### config.mk
export PLATFORM = sky130hd
export DESIGN_NAME = uwire_host
export DESIGN_NICKNAME = d
export VERILOG_FILES = /design/src/rtl/uwire_pkg.sv /design/src/rtl/uwire_tick.sv /design/src/rtl/uwire_shreg.sv /design/src/rtl/uwire_poll.sv /design/src/rtl/uwire_host.sv
export SDC_FILE = /design/constraint.sdc
export NUM_CORES = 1
export LEC_CHECK = 0
export BUFFER_PORTS_ARGS = -buffer_cell sky130_fd_sc_hd__buf_2
export CORE_UTILIZATION = 50
export CTS_BUF_LIST = sky130_fd_sc_hd__clkbuf_16
export CTS_CLUSTER_DIAMETER = 200
export DETAILED_ROUTE_END_ITERATION = 10
export PLACE_DENSITY = 0.82
export SYNTH_ARGS = -nofsm -noshare
export SYNTH_HDL_FRONTEND = slang
export SYNTH_SLANG_ARGS = --single-unit
### constraint.sdc
create_clock -name clk_i -period 2.04 [get_ports clk_i]
set_clock_uncertainty 0.15 [all_clocks]
set_input_delay 0.408 -clock clk_i [delete_from_list [all_inputs] [get_ports clk_i]]
set_output_delay 0.408 -clock clk_i [all_outputs]
set_load 0.02 [all_outputs]
### src/rtl/uwire_pkg.sv
package uwire_pkg;
  typedef enum logic [1:0] {
    OP_READ  = 2'd0,
    OP_WRITE = 2'd1,
    OP_WEN   = 2'd2,
    OP_WDS   = 2'd3
  } uw_op_e;

  typedef enum logic [2:0] {
    ST_IDLE,
    ST_SHIFT,
    ST_GAP,
    ST_POLL,
    ST_RESP
  } uw_state_e;
endpackage

### src/rtl/uwire_tick.sv
module uwire_tick #(
  parameter int DIV = 4
) (
  input  logic clk_i,
  input  logic rst_ni,
  input  logic run_i,
  output logic tick_o
);
  localparam int CW = (DIV > 1) ? $clog2(DIV) : 1;
  localparam logic [CW-1:0] LAST = CW'(DIV - 1);

  logic [CW-1:0] cnt_q;

  always_ff @(posedge clk_i or negedge rst_ni) begin
    if (!rst_ni)                      cnt_q <= '0;
    else if (!run_i || cnt_q == LAST) cnt_q <= '0;
    else                              cnt_q <= cnt_q + 1'b1;
  end

  assign tick_o = run_i && (cnt_q == LAST);
endmodule

### src/rtl/uwire_shreg.sv
module uwire_shreg #(
  parameter int FRAME_W = 27,
  parameter int DATA_W  = 16
) (
  input  logic               clk_i,
  input  logic               rst_ni,
  input  logic               load_i,
  input  logic [FRAME_W-1:0] frame_i,
  input  logic               shift_i,
  input  logic               cap_i,
  input  logic               bit_i,
  output logic               msb_o,
  output logic [DATA_W-1:0]  word_o
);
  logic [FRAME_W-1:0] tx_q;
  logic [DATA_W-1:0]  rx_q;

  always_ff @(posedge clk_i or negedge rst_ni) begin
    if (!rst_ni)      tx_q <= '0;
    else if (load_i)  tx_q <= frame_i;
    else if (shift_i) tx_q <= {tx_q[FRAME_W-2:0], 1'b0};
  end

  // every sampled bit shifts in; the dummy falls off the top by the last edge
  always_ff @(posedge clk_i or negedge rst_ni) begin
    if (!rst_ni)     rx_q <= '0;
    else if (load_i) rx_q <= '0;
    else if (cap_i)  rx_q <= {rx_q[DATA_W-2:0], bit_i};
  end

  assign msb_o  = tx_q[FRAME_W-1];
  assign word_o = rx_q;
endmodule

### src/rtl/uwire_poll.sv
module uwire_poll #(
  parameter int BUSY_MAX = 20000
) (
  input  logic clk_i,
  input  logic rst_ni,
  input  logic clr_i,
  input  logic inc_i,
  output logic expired_o
);
  localparam int PW = $clog2(BUSY_MAX + 1);

  logic [PW-1:0] cnt_q;

  always_ff @(posedge clk_i or negedge rst_ni) begin
    if (!rst_ni)     cnt_q <= '0;
    else if (clr_i)  cnt_q <= '0;
    else if (inc_i)  cnt_q <= cnt_q + 1'b1;
  end

  assign expired_o = (cnt_q == PW'(BUSY_MAX - 1));
endmodule

### src/rtl/uwire_host.sv
module uwire_host
  import uwire_pkg::*;
#(
  parameter int DIV      = 4,
  parameter int ADDR_W   = 8,
  parameter int DATA_W   = 16,
  parameter int BUSY_MAX = 20000
) (
  input  logic              clk_i,
  input  logic              rst_ni,
  input  logic              req_valid_i,
  output logic              req_ready_o,
  input  logic [1:0]        req_op_i,
  input  logic [ADDR_W-1:0] req_addr_i,
  input  logic [DATA_W-1:0] req_wdata_i,
  output logic              rsp_valid_o,
  input  logic              rsp_ready_i,
  output logic [DATA_W-1:0] rsp_rdata_o,
  output logic              rsp_timeout_o,
  output logic              cs_o,
  output logic              sk_o,
  output logic              di_o,
  input  logic              do_i
);
  localparam int FRAME_W = 3 + ADDR_W + DATA_W;
  localparam int LEN_RD  = 4 + ADDR_W + DATA_W;
  localparam int LEN_WR  = FRAME_W;
  localparam int LEN_EW  = 3 + ADDR_W;
  localparam int CNT_W   = $clog2(LEN_RD + 1);

  uw_state_e         state_q;
  uw_op_e            op_q;
  logic              cs_q, sk_q, polled_q, to_q, rsp_valid_q;
  logic [CNT_W-1:0]  cnt_q, len_q, len_d;
  logic [DATA_W-1:0] rdata_q, rx_word;
  logic [FRAME_W-1:0] frame_d;
  logic tick, run, tx_msb, accept, shift_tx, cap, poll_exp;

  always_comb begin
    frame_d = '0;
    len_d   = CNT_W'(LEN_EW);
    case (uw_op_e'(req_op_i))
      OP_READ: begin
        frame_d = {3'b110, req_addr_i, {DATA_W{1'b0}}};
        len_d   = CNT_W'(LEN_RD);
      end
      OP_WRITE: begin
        frame_d = {3'b101, req_addr_i, req_wdata_i};
        len_d   = CNT_W'(LEN_WR);
      end
      OP_WEN:  frame_d[FRAME_W-1 -: 5] = 5'b10011;
      default: frame_d[FRAME_W-1 -: 3] = 3'b100;
    endcase
  end

  assign accept   = (state_q == ST_IDLE) && req_valid_i;
  assign run      = (state_q == ST_SHIFT) || (state_q == ST_GAP) || (state_q == ST_POLL);
  assign cap      = (state_q == ST_SHIFT) && tick && !sk_q;
  assign shift_tx = (state_q == ST_SHIFT) && tick && sk_q && (cnt_q != len_q);

  uwire_tick #(.DIV(DIV)) u_tick (
    .clk_i(clk_i), .rst_ni(rst_ni), .run_i(run), .tick_o(tick)
  );

  uwire_shreg #(.FRAME_W(FRAME_W), .DATA_W(DATA_W)) u_shreg (
    .clk_i(clk_i), .rst_ni(rst_ni), .load_i(accept), .frame_i(frame_d),
    .shift_i(shift_tx), .cap_i(cap), .bit_i(do_i),
    .msb_o(tx_msb), .word_o(rx_word)
  );

  uwire_poll #(.BUSY_MAX(BUSY_MAX)) u_poll (
    .clk_i(clk_i), .rst_ni(rst_ni), .clr_i(state_q != ST_POLL),
    .inc_i(tick), .expired_o(poll_exp)
  );

  always_ff @(posedge clk_i or negedge rst_ni) begin
    if (!rst_ni) begin
      state_q     <= ST_IDLE;
      op_q        <= OP_READ;
      cs_q        <= 1'b0;
      sk_q        <= 1'b0;
      cnt_q       <= '0;
      len_q       <= '0;
      polled_q    <= 1'b0;
      to_q        <= 1'b0;
      rsp_valid_q <= 1'b0;
      rdata_q     <= '0;
    end else begin
      case (state_q)
        ST_IDLE: if (req_valid_i) begin
          state_q  <= ST_SHIFT;
          op_q     <= uw_op_e'(req_op_i);
          len_q    <= len_d;
          cnt_q    <= '0;
          cs_q     <= 1'b1;
          sk_q     <= 1'b0;
          polled_q <= 1'b0;
          to_q     <= 1'b0;
        end
        ST_SHIFT: if (tick) begin
          if (!sk_q) begin
            sk_q  <= 1'b1;
            cnt_q <= cnt_q + 1'b1;
          end else begin
            sk_q <= 1'b0;
            if (cnt_q == len_q) begin
              cs_q    <= 1'b0;
              cnt_q   <= '0;
              state_q <= ST_GAP;
            end
          end
        end
        // two ticks low = one serial period
        ST_GAP: if (tick) begin
          if (cnt_q == CNT_W'(1)) begin
            cnt_q <= '0;
            if (op_q == OP_WRITE && !polled_q) begin
              cs_q    <= 1'b1;
              state_q <= ST_POLL;
            end else begin
              state_q     <= ST_RESP;
              rsp_valid_q <= 1'b1;
              rdata_q     <= (op_q == OP_READ) ? rx_word : '0;
            end
          end else begin
            cnt_q <= cnt_q + 1'b1;
          end
        end
        ST_POLL: if (tick && (do_i || poll_exp)) begin
          cs_q     <= 1'b0;
          polled_q <= 1'b1;
          to_q     <= !do_i;
          state_q  <= ST_GAP;
        end
        ST_RESP: if (rsp_ready_i) begin
          rsp_valid_q <= 1'b0;
          state_q     <= ST_IDLE;
        end
        default: state_q <= ST_IDLE;
      endcase
    end
  end

  assign req_ready_o   = (state_q == ST_IDLE);
  assign rsp_valid_o   = rsp_valid_q;
  assign rsp_rdata_o   = rdata_q;
  assign rsp_timeout_o = to_q;
  assign cs_o          = cs_q;
  assign sk_o          = sk_q;
  assign di_o          = cs_q && (state_q == ST_SHIFT) && tx_msb;
endmodule

## Word level (Yosys, flattened, before mapping)

Cells that the tools add are included.

| storage, ports and cells | value |
|---|---|
| register bits | 96 |
| word-level logic and storage cells | 131 |

| cells by class | value |
|---|---|
| $add $sub $neg | 3 |
| equal/unequal tests | 24 |
| multiplexer cells | 51 |
| bitwise gates (word level) | 1 |
| reductions and logical operators | 38 |

Operators by type and width:

| kind | count |
|---|---|
| two-way mux 27 bit | 2 |
| two-way mux 16 bit | 3 |
| case mux 22 bit (2 select lines) | 1 |
| two-way mux 15 bit | 2 |
| two-way mux 5 bit | 6 |
| two-way mux 3 bit | 9 |
| two-way mux 1 bit | 17 |
| adder 15 x 1 -> 15 bit (second input constant) | 1 |
| == test 15 bit (second input constant) | 1 |
| case mux 3 bit (5 select lines) | 1 |
| case mux 5 bit (3 select lines) | 1 |
| != test 2 bit (second input constant) | 6 |
| nonzero test 2 bit | 6 |
| logical AND 1 bit | 10 |
| case mux 5 bit (2 select lines) | 1 |
| AND reduction 5 bit | 2 |
| AND reduction 9 bit | 1 |
| != test 2 x 1 -> 1 bit (second input constant) | 4 |
| case mux 1 bit (2 select lines) | 4 |
| case mux 2 bit (2 select lines) | 2 |
| AND reduction 8 bit | 1 |
| == test 3 x 2 -> 1 bit (second input constant) | 2 |
| != test 3 x 2 -> 1 bit (second input constant) | 2 |
| AND reduction 3 bit | 2 |
| other kinds (21) | 30 |

## Longest topological paths before layout

Gate-level depths: netlist of the first run.

| depth | value |
|---|---|
| depth in word-level cells | 9 |
| depth in mapped cells | 8 |

## Modules after synthesis

Synthesis of the first run repeated with hierarchy kept, for this count alone.

| unflattened totals | value |
|---|---|
| cell total of the unflattened synthesis | 487 |
| area, all modules | 4800.9 um2 |

By module, submodules not included:

| module | times used | cells each | area an instance (um2) | seq. area each (um2) |
|---|---|---|---|---|
| uwire_host | 1 | 226 | 1980.6 | 875.8 |
| uwire_shreg | 1 | 169 | 1906.8 | 1076.0 |
| uwire_poll | 1 | 86 | 822.0 | 375.4 |
| uwire_tick | 1 | 6 | 91.3 | 50.0 |

## Worst setup path before layout of the first run

OpenSTA, ideal clock, no wires.

| path | value |
|---|---|
| path type | register to register |
| start point | register cnt_q[1] |
| end point | register state_q[0] |
| library setup time | 0.128 ns |
| arrival | 1.976 ns |
| required time | 1.762 ns |
| path slack | -0.213 ns |
| stages on the path, launching flop included | 8 |
| cells stage by stage | dfrtp_1 -> inv_1 -> ha_1 -> or4b_4 -> a21oi_1 -> a21oi_1 -> nor3_2 -> mux2_1 |

| on the way | value |
|---|---|
| cells in the longest elaborated chain, start to end | 3 |

Ends and longest elaborated chain:

| what | line | source |
|---|---|---|
| start, declared | uwire_host.sv:34 | `logic [CNT_W-1:0] cnt_q, len_q, len_d;` |
| start signal, assigned | uwire_host.sv:103 | `cnt_q <= cnt_q + 1'b1;` |
| start signal, assigned | uwire_host.sv:126 | `cnt_q <= cnt_q + 1'b1;` |
| == test 5 bit or == test 5 x 1 -> 1 bit (tied branches) | uwire_host.sv:106, uwire_host.sv:115 |  |
| != test 2 x 1 -> 1 bit (no source line) | - |  |
| AND reduction 8 bit (no source line) (*) | - |  |
| end signal, assigned | uwire_host.sv:109 | `state_q <= ST_GAP;` |
| end signal, assigned | uwire_host.sv:119 | `state_q <= ST_POLL;` |
| end signal, assigned | uwire_host.sv:121 | `state_q <= ST_RESP;` |
| end, declared | uwire_host.sv:31 | `uw_state_e state_q;` |

Mark *: on every way between the ends. The rest lies on a longest branch, timed or not.
A chain may end at the register's enable or synchronous reset.

## Final worst setup path of the first run

| path | value |
|---|---|
| start point | register cnt_q[1] |
| end point | register state_q[1] |

The elaborated chain is that of the path after synthesis.

==> impl_metrics.env, run 1 <==
export IMPL_wirelength_um=12200
export IMPL_syn_to_final_growth_pct=43.4
export IMPL_violations="setup timing"
export IMPL_finalHoldViolations=0
export IMPL_syn_area_per_cell_um2=9.43
export IMPL_grt_pass1_wl_um=19300
export IMPL_muxShareOfSynthArea_pct=2.20
export IMPL_synth_largest_area_cell="dfrtp_1"
export IMPL_yosysMostFrequentCell="dfrtp_1"
export IMPL_wl_per_cell_um=17.6
export IMPL_critPathLaunchType="flop"
export IMPL_synth_edf_count=0
export IMPL_cts_inserted_buffers=9
export IMPL_grt_pass1_vias=4012
export IMPL_worst_pin_slew_ps=414
export IMPL_crit_end="state_q[1]"
export IMPL_ant_nets=0
export IMPL_min_period_over_period_pct=116
export IMPL_dr_wl_met2_um=6480
export IMPL_powerDensity_nw_per_um2=1310
export IMPL_worstPathMaxFanout=4
export IMPL_dp_hpwl_um=6710
export IMPL_final_core_util_pct=75.8
export IMPL_hold_path_class="input port to flop"
export IMPL_worstPathBufferInverterCount=3
export IMPL_clk_pin_slew_ps=70
export IMPL_row_count=33
export IMPL_grt_overflow_total=0
export IMPL_synth_compound_area_share_pct=17.0
export IMPL_ios=53
export IMPL_io_buffers=52
export IMPL_cpPeakStageDelay_ps=400
export IMPL_peakVddDrop_uv=975
export IMPL_synthesis_area_um2=4430
export IMPL_layout_drive_gt1_share_pct=41.9
export IMPL_dieArea_um2=9240
export IMPL_p_leak_nw=2.72
export IMPL_route_detailed_drc=0
export IMPL_worst_r2r_path_depth=8
export IMPL_arrival_ps=2440
export IMPL_synth_async_reset_ratio_pct=100
export IMPL_num_vias=4015
export IMPL_p_total_w=0.00833
export IMPL_nets=615
export IMPL_fp_dieW_um=96.1
export IMPL_placed_area_um2=5190
export IMPL_status="finished with violations"
export IMPL_die_h_um=96.1
export IMPL_finalSetupViolations=54
export IMPL_synth_cells=470
export IMPL_rsz0062_at_grt="yes"
export IMPL_clkLatencyLatePin_ps=340
export IMPL_timing_final_ws_setup_ps=-319
export IMPL_wl_met3_um=580
export IMPL_first_iter_violations=224
export IMPL_slew_headroom_pct=72.4
export IMPL_synth_simple_area_share_pct=20.5
export IMPL_crit_chain="buf_6, or3_4, a2111oi_4, buf_4, nor2_2, nor3_2, buf_4, mux2_4"
export IMPL_worstPathRequired_ps=2120
export IMPL_clock_sinks=95
export IMPL_antenna_found_initial=0
export IMPL_r2r_start="cnt_q[1]"
export IMPL_cap_violations=0
export IMPL_synth_nets=505
export IMPL_worstSetupEndpointType="flop"
export IMPL_critPathSlowestCell="dfrtp_1"
export IMPL_h_tree_depth=3
export IMPL_crit_type="flop to flop"
export IMPL_ys_top_cells_by_count="95 x dfrtp_1, 83 x nand2_1, 49 x o21ai_0"
export IMPL_synth_seq_cells=95
export IMPL_setup_tns_ps=-8980
export IMPL_synth_top_family_by_area="simple AND/OR/NAND/NOR gates"
export IMPL_yosysTopAreaCellShare_pct=53.6
export IMPL_start_util_pct=52.9
export IMPL_first_pass_iters=5
export IMPL_fmax_mhz=424
export IMPL_timing_rr_end="state_q[1]"
export IMPL_root_buffer="clkbuf_16"
export IMPL_grt_usage_pct=27.6
export IMPL_yosysSeqAreaShare_pct=53.6
export IMPL_synth_xor_area_share_pct=2.37
export IMPL_cts_path_max_buffers=2
export IMPL_ys_flop_type="dfrtp_1"
export IMPL_cp_depth=8
export IMPL_design_core_area_um2=8380
export IMPL_grt_start_max_net_pins=37
export IMPL_viasPerCell=5.82
export IMPL_wl_met1_um=4850
export IMPL_r2r_slack_ps=-320
export IMPL_top_layer_used="met4"
export IMPL_yosys_warnings=0
export IMPL_crit_top_cell="buf_4"
export IMPL_tritoncts="yes"
export IMPL_pre_cts_ws_ps=-293
export IMPL_antenna_cells=0
export IMPL_startpoint="cnt_q[1]"
export IMPL_crit_family="simple AND/OR/NAND/NOR gates"
export IMPL_yosys_cell_types_count=52
export IMPL_maxSlewViolCount=0
export IMPL_fin_crit_ps=2360
export IMPL_gp_congestion=0.910
export IMPL_yosys_top_cells_area="dfrtp_1 54%, nand2_1 7.0%, o21ai_0 5.5%, a21oi_1 5.0%, nor2_1 3.6%"
export IMPL_design_area_um2=6350
export IMPL_nFillCells=508
export IMPL_synthAdderAreaFrac_pct=1.13
## registers in the layout, summed over array words and instances (netlist names)
register        flops
state_q             3
rsp_timeout_o       1
op_q                2
polled_q            1
u_poll.cnt_q       15
rsp_valid_o         1
u_tick.cnt_q        2
u_shreg.tx_q       27
rsp_rdata_o        16
sk_o                1
u_shreg.word_o     16
len_q               4
cnt_q               5
cs_o                1
## worst min-delay path by stage
stage / startpoint / depth (start not counted) / to / slack (ps)
after floorplan: rst_ni / 0 / cnt_q[0] / -40
after global placement: rst_ni / 1 / u_poll.cnt_q[3] / 220
after detailed placement: rst_ni / 1 / u_poll.cnt_q[2] / 220
after CTS: rsp_ready_i / 2 / state_q[2] / 90
after global routing: rsp_ready_i / 2 / state_q[2] / 90
final: rsp_ready_i / 2 / state_q[2] / 90
## layout by cell type (no fill, tap or decap), types with 10 or more instances in the layout
master and instances:
nor2_4 22, nand3_1 12, nand2_4 11, a21oi_1 23, dfrtp_1 94, clkbuf_16 10
a22oi_1 15, buf_2 51, buf_4 51, nand2_1 66, o21ai_1 10, a21oi_2 19
o21ai_2 11, nor2_1 19, o21ai_0 28
## where the power goes
part           switching [W]  total, W  internal [W]
Clock               0.000804   0.00178      0.000980
Sequential          0.000466   0.00278       0.00231
Combinational        0.00193   0.00377       0.00184
Total                0.00320   0.00833       0.00513
## layout make-up
class	instances	area [µm²]	area share, %
multi-input cells	342	2440	38.5
clock buffers	9	225	3.54
well taps	105	131	2.07
flip-flops and latches	95	2380	37.4
inverters	7	26.3	0.414
clock inverters	7	86.3	1.36
repair buffers	125	1060	16.7
## metrics by stage
stage | hold WS (ps) | std cells
final | 94.5 | 690
after detailed placement | 218 | 651
after global placement | 217 | 651
after floorplan | -37.6 | 470
after global routing | 94.9 | 690
after CTS | 92.7 | 691
## cells by family (layout without fill, tap and decap cells)
| kind of cell | after synthesis | count (layout) |
|---|---|---|
| AOI/OAI and AO/OA | 127 | 127 |
| xor gates and xnor gates | 12 | 12 |
| adders and majority gates | 4 | 4 |
| buffers and inverters | 33 | 148 |
| DFF | 95 | 95 |
| muxes | 9 | 9 |
| and+or+nand+nor | 190 | 190 |
## metal layers
metal  track usage [%]  vias up
li1                  -     1866
met1              32.9     1976
met2              49.5      140
met3              5.61       33
met4              9.20        0
met5                 0        -
## what timing repair did
item,CTS,global route
setup endpoints to repair,54,65
hold endpoints to repair,28,0
hold buffers,1,0
setup buffers,19,2
resized for setup,120,50
cloned,7,1
pin swaps,21,17
No activity file was read; power rests on OpenSTA's default activity.
==> inputs of run 2 (changes only) <==
--- a/config.mk
+++ b/config.mk
@@ -11,6 +11,8 @@
 export CTS_CLUSTER_DIAMETER = 200
 export DETAILED_ROUTE_END_ITERATION = 10
 export PLACE_DENSITY = 0.82
+export RECOVER_POWER = 50
+export REMOVE_ABC_BUFFERS = 1
 export SYNTH_ARGS = -nofsm -noshare
 export SYNTH_HDL_FRONTEND = slang
 export SYNTH_SLANG_ARGS = --single-unit
==> impl_metrics.env, run 2 (same netlist as run 1, synthesis figures left out) <==
export IMPL_status="finished with violations"
export IMPL_violations="setup timing"
export IMPL_fmax_mhz=434
export IMPL_maxSlewViolCount=0
export IMPL_r2r_slack_ps=-260
export IMPL_wl_per_cell_um=20.2
export IMPL_crit_end="cs_o"
export IMPL_row_count=33
export IMPL_setup_tns_ps=-9320
export IMPL_final_cell_mix="91 x dfrtp_1, 71 x nand2_1, 51 x buf_2"
export IMPL_use_met1_pct=33.4
export IMPL_tritoncts="yes"
export IMPL_worstPathMaxFanout=4
export IMPL_worstSetupEndpointType="flop"
export IMPL_p_leak_nw=2.60
export IMPL_cts_path_max_buffers=2
export IMPL_antenna_cells=0
export IMPL_start_util_pct=52.9
export IMPL_grt_usage_pct=25.6
export IMPL_crit_type="flop to flop"
export IMPL_grt_pass1_wl_um=18200
export IMPL_clock_sinks=95
export IMPL_hold_path_class="input port to flop"
export IMPL_met3_usage_pct=4.50
export IMPL_ios=53
export IMPL_die_h_um=96.1
export IMPL_largest_register_ff_count=27
export IMPL_grt_pass1_vias=3890
export IMPL_clk_pin_slew_ps=70
export IMPL_h_tree_depth=3
export IMPL_gr_usage_met2_pct=42.8
export IMPL_wirelength_um=13800
export IMPL_design_core_area_um2=8380
export IMPL_root_buffer="clkbuf_16"
export IMPL_first_pass_iters=5
export IMPL_io_buffers=52
export IMPL_dieArea_um2=9240
export IMPL_grt_start_max_net_pins=41
export IMPL_grt_busiest_layer="met2"
export IMPL_syn_to_final_growth_pct=38.7
export IMPL_placed_area_um2=5100
export IMPL_min_period_over_period_pct=113
export IMPL_top_register="u_shreg.tx_q"
export IMPL_r2r_start="cnt_q[1]"
export IMPL_first_iter_violations=358
export IMPL_slew_headroom_pct=37.0
export IMPL_fin_crit_ps=2300
export IMPL_gp_congestion=0.844
export IMPL_fp_dieW_um=96.1
export IMPL_num_vias=4215
export IMPL_peakVddDrop_uv=784
export IMPL_worst_r2r_path_depth=7
export IMPL_viasPerCell=6.17
export IMPL_design_area_um2=6150
export IMPL_grt_overflow_total=0
export IMPL_antenna_found_initial=0
export IMPL_fin_hold_ws_ps=112
export IMPL_critPathLaunchType="flop"
export IMPL_worst_pin_slew_ps=943
export IMPL_worstPathRequired_ps=2110
export IMPL_timing_final_ws_setup_ps=-263
export IMPL_dp_hpwl_um=6700
export IMPL_pre_cts_ws_ps=-211
export IMPL_finalHoldViolations=0
export IMPL_cts_inserted_buffers=9
export IMPL_ant_nets=0
export IMPL_clkLatencyLatePin_ps=340
export IMPL_finalSetupViolations=53
export IMPL_arrival_ps=2370
export IMPL_nets=609
export IMPL_layout_drive_gt1_share_pct=39.1
export IMPL_route_detailed_drc=0
export IMPL_p_total_w=0.00807
export IMPL_timing_rr_end="cs_o"
export IMPL_startpoint="cnt_q[1]"
export IMPL_final_common_cell="dfrtp_1"
export IMPL_cap_violations=0
export IMPL_rsz0062_at_grt="yes"
export IMPL_powerDensity_nw_per_um2=1310
==> run 2: worst min path at each step <==
stage	from	endpoint	slack (ps)	depth (start not counted)
after global placement	rst_ni	cnt_q[3]	220	1
after CTS	rsp_ready_i	state_q[2]	100	2
after global routing	rsp_ready_i	state_q[2]	100	2
final	rsp_ready_i	state_q[2]	110	2
after detailed placement	rst_ni	cnt_q[3]	220	1
after floorplan	rst_ni	cnt_q[0]	-40	0
==> run 2: layer usage <==
metal	vias up	share of wire, %
met4	0	3.6
met2	213	52
met1	2100	39
met5	-	0
met3	53	5.5
li1	1849	-
==> run 2: final cells by class <==
type	instances	area (µm²)
clock buffers	9	225
fillers	488	2230
inverters	7	26.3
well taps	105	131
multi-input cells	342	2380
clock inverters	6	36.3
repair buffers	119	968
flip-flops and latches	95	2380
==> run 2: what timing repair did <==
item | in CTS | in global routing
hold endpoints to repair | 27 | 0
pin swaps | 4 | 17
hold buffers | 1 | 0
endpoints found under the setup margin | 51 | 57
setup buffers | 7 | 11
cloned | 3 | 5
resized for setup | 48 | 98
==> run 2: stage by stage <==
step / utilization (%) / cells
2_1_floorplan: - / 444
3_3_place_gp: 60.8 / 646
3_5_place_dp: 60.8 / 646
4_1_cts: 67.6 / 672
5_1_grt: 73.4 / 683
6_report: 73.4 / 683
==> run 2: worst max-delay path: stages, from the launching register on <==
cell      delay [ps]
dfrtp_1          420
inv_2             90
ha_4             110
or4b_4           500
a211oi_2         240
o211ai_1         120
or3_1            360
a22o_1           190
==> run 2: report_power, final <==
group / switching (W) / internal (W) / leakage [nW]
clock: 0.000740 / 0.000815 / 0.123
combinational: 0.00203 / 0.00169 / 1.26
sequential: 0.000482 / 0.00232 / 1.21
==> inputs of run 3 (changes only) <==
==> constraint.sdc (replaced) <==
create_clock -name clk_i -period 2.04 [get_ports clk_i]
set_clock_uncertainty 0.15 [all_clocks]
set_input_delay 0.408 -clock clk_i [delete_from_list [all_inputs] [get_ports clk_i]]
set_output_delay 0.408 -clock clk_i [all_outputs]
set_load 0.005 [all_outputs]
==> impl_metrics.env, run 3 (same netlist as run 1, synthesis figures left out) <==
export IMPL_maxSlewViolCount=0
export IMPL_gp_congestion=0.844
export IMPL_pre_cts_ws_ps=-211
export IMPL_clkLatencyLatePin_ps=350
export IMPL_worst_pin_slew_ps=966
export IMPL_crit_chain="inv_2, ha_4, or4b_4, buf_6, nor4_4, nand2_2, clkbuf_16, o21ai_0"
export IMPL_fp_dieW_um=96.1
export IMPL_crit_type="flop to flop"
export IMPL_slew_headroom_pct=35.5
export IMPL_hold_path_class="input port to flop"
export IMPL_syn_to_final_growth_pct=39.1
export IMPL_timing_final_ws_setup_ps=-304
export IMPL_cts_path_max_buffers=2
export IMPL_grt_usage_pct=26.6
export IMPL_num_vias=4182
export IMPL_peakVddDrop_uv=786
export IMPL_top_register="u_shreg.tx_q"
export IMPL_route_detailed_drc=0
export IMPL_ant_nets=0
export IMPL_grt_pass1_vias=3988
export IMPL_grt_overflow_total=0
export IMPL_cap_violations=0
export IMPL_status="finished with violations"
export IMPL_start_util_pct=52.9
export IMPL_dp_hpwl_um=6700
export IMPL_h_tree_depth=3
export IMPL_wirelength_um=13700
export IMPL_dp_cells=646
export IMPL_design_core_area_um2=8380
export IMPL_cpPeakStageDelay_ps=500
export IMPL_tritoncts="yes"
export IMPL_worstPathRequired_ps=2150
export IMPL_nFillCells=512
export IMPL_antenna_cells=0
export IMPL_viasPerCell=6.02
export IMPL_grt_start_max_net_pins=41
export IMPL_nets=621
export IMPL_worstPathMaxFanout=16
export IMPL_critPathLaunchType="flop"
export IMPL_fin_cells=695
export IMPL_final_cell_mix="92 x dfrtp_1, 76 x nand2_1, 52 x buf_2, 52 x buf_4, 37 x o21ai_0"
export IMPL_clock_sinks=95
export IMPL_worstPathBufferInverterCount=3
export IMPL_p_total_w=0.00815
export IMPL_crit_family="simple AND/OR/NAND/NOR gates"
export IMPL_finalHoldViolations=0
export IMPL_min_period_over_period_pct=115
export IMPL_fin_crit_ps=2340
export IMPL_first_iter_violations=357
export IMPL_powerDensity_nw_per_um2=1320
export IMPL_dieArea_um2=9240
export IMPL_antenna_found_initial=0
export IMPL_arrival_ps=2450
export IMPL_critPathSlowestCell="or4b_4"
export IMPL_worstSetupEndpointType="flop"
export IMPL_design_area_um2=6170
export IMPL_finalSetupViolations=54
export IMPL_fmax_mhz=427
export IMPL_ios=53
export IMPL_io_buffers=52
export IMPL_setup_tns_ps=-9960
export IMPL_grt_pass1_wl_um=18600
export IMPL_layout_drive_gt1_share_pct=38.3
export IMPL_wl_per_cell_um=19.8
export IMPL_rsz0062_at_grt="yes"
export IMPL_placed_area_um2=5100
export IMPL_clk_pin_slew_ps=70
export IMPL_root_buffer="clkbuf_16"
export IMPL_cts_inserted_buffers=9
export IMPL_first_pass_iters=7
export IMPL_p_leak_nw=2.66
export IMPL_final_common_cell="dfrtp_1"
export IMPL_violations="setup timing"
export IMPL_largest_register_ff_count=27
export IMPL_row_count=33
export IMPL_die_h_um=96.1
-- run 3: report_power, final --
| part | internal (W) | switching (W) | leakage, nW | total (W) |
|---|---|---|---|---|
| Combinational | 0.00178 | 0.00208 | 1.32 | 0.00386 |
| Sequential | 0.00231 | 0.000396 | 1.22 | 0.00271 |
| Clock | 0.000815 | 0.000768 | 0.123 | 0.00158 |
| Total | 0.00491 | 0.00325 | 2.66 | 0.00815 |
-- run 3: final cells by class --
type	count	area (µm²)	area share (%)
inverter	7	26.3	0.426
clock buffer	9	225	3.65
sequential	95	2380	38.6
clock inverter	6	36.3	0.588
tap	105	131	2.13
multi-input combinational	342	2320	37.7
timing repair buffer	131	1040	16.9
-- run 3: path summary, 6_finish.rpt --
check	startpoint	endpoint	slack [ps]	depth (start not counted)
worst max-delay path	cnt_q[1]	rsp_rdata_o[8]	-300	8
worst min-delay path	rsp_ready_i	state_q[2]	100	2
worst max register to register	cnt_q[1]	rsp_rdata_o[8]	-300	8
worst min register to register	u_tick.cnt_q[0]	u_tick.cnt_q[0]	320	1
max in group asynchronous	rst_ni	state_q[1]	220	3
min in group asynchronous	rst_ni	cnt_q[2]	510	2
-- run 3: timing repair --
item / 4_1_cts / 5_1_grt
hold endpoints to repair: 27 / 0
buffers inserted: 10 / 18
pin swaps: 7 / 15
hold buffers: 1 / 0
endpoints found under the setup margin: 51 / 61
cloned: 2 / 6
gates resized for setup: 53 / 74
-- run 3: per-layer routing --
| metal | track usage, % | up-vias | wire (µm) |
|---|---|---|---|
| met5 | 0 | - | 0 |
| met4 | 13.6 | 0 | 430 |
| met3 | 4.58 | 49 | 725 |
| met2 | 44.0 | 194 | 7150 |
| met1 | 33.5 | 2064 | 5440 |
| li1 | - | 1875 | - |
-- run 3: worst register-to-register path: cells and delay by family, from the launching register on --
| kind | cells | cell delay (ps) |
|---|---|---|
| and+or+nand+nor | 3 | 920 |
| AOI/OAI and AO/OA | 1 | 190 |
| buffers and inverters | 3 | 460 |
| adders and majority gates | 1 | 120 |
| DFF | 1 | 420 |
-- run 3: through the flow --
stage	hold slack (ps)	util (%)
floorplan	-37.6	-
global placement	218	60.8
detailed placement	219	60.8
CTS	101	68.1
global route	98.0	73.6
finish	98.9	73.6
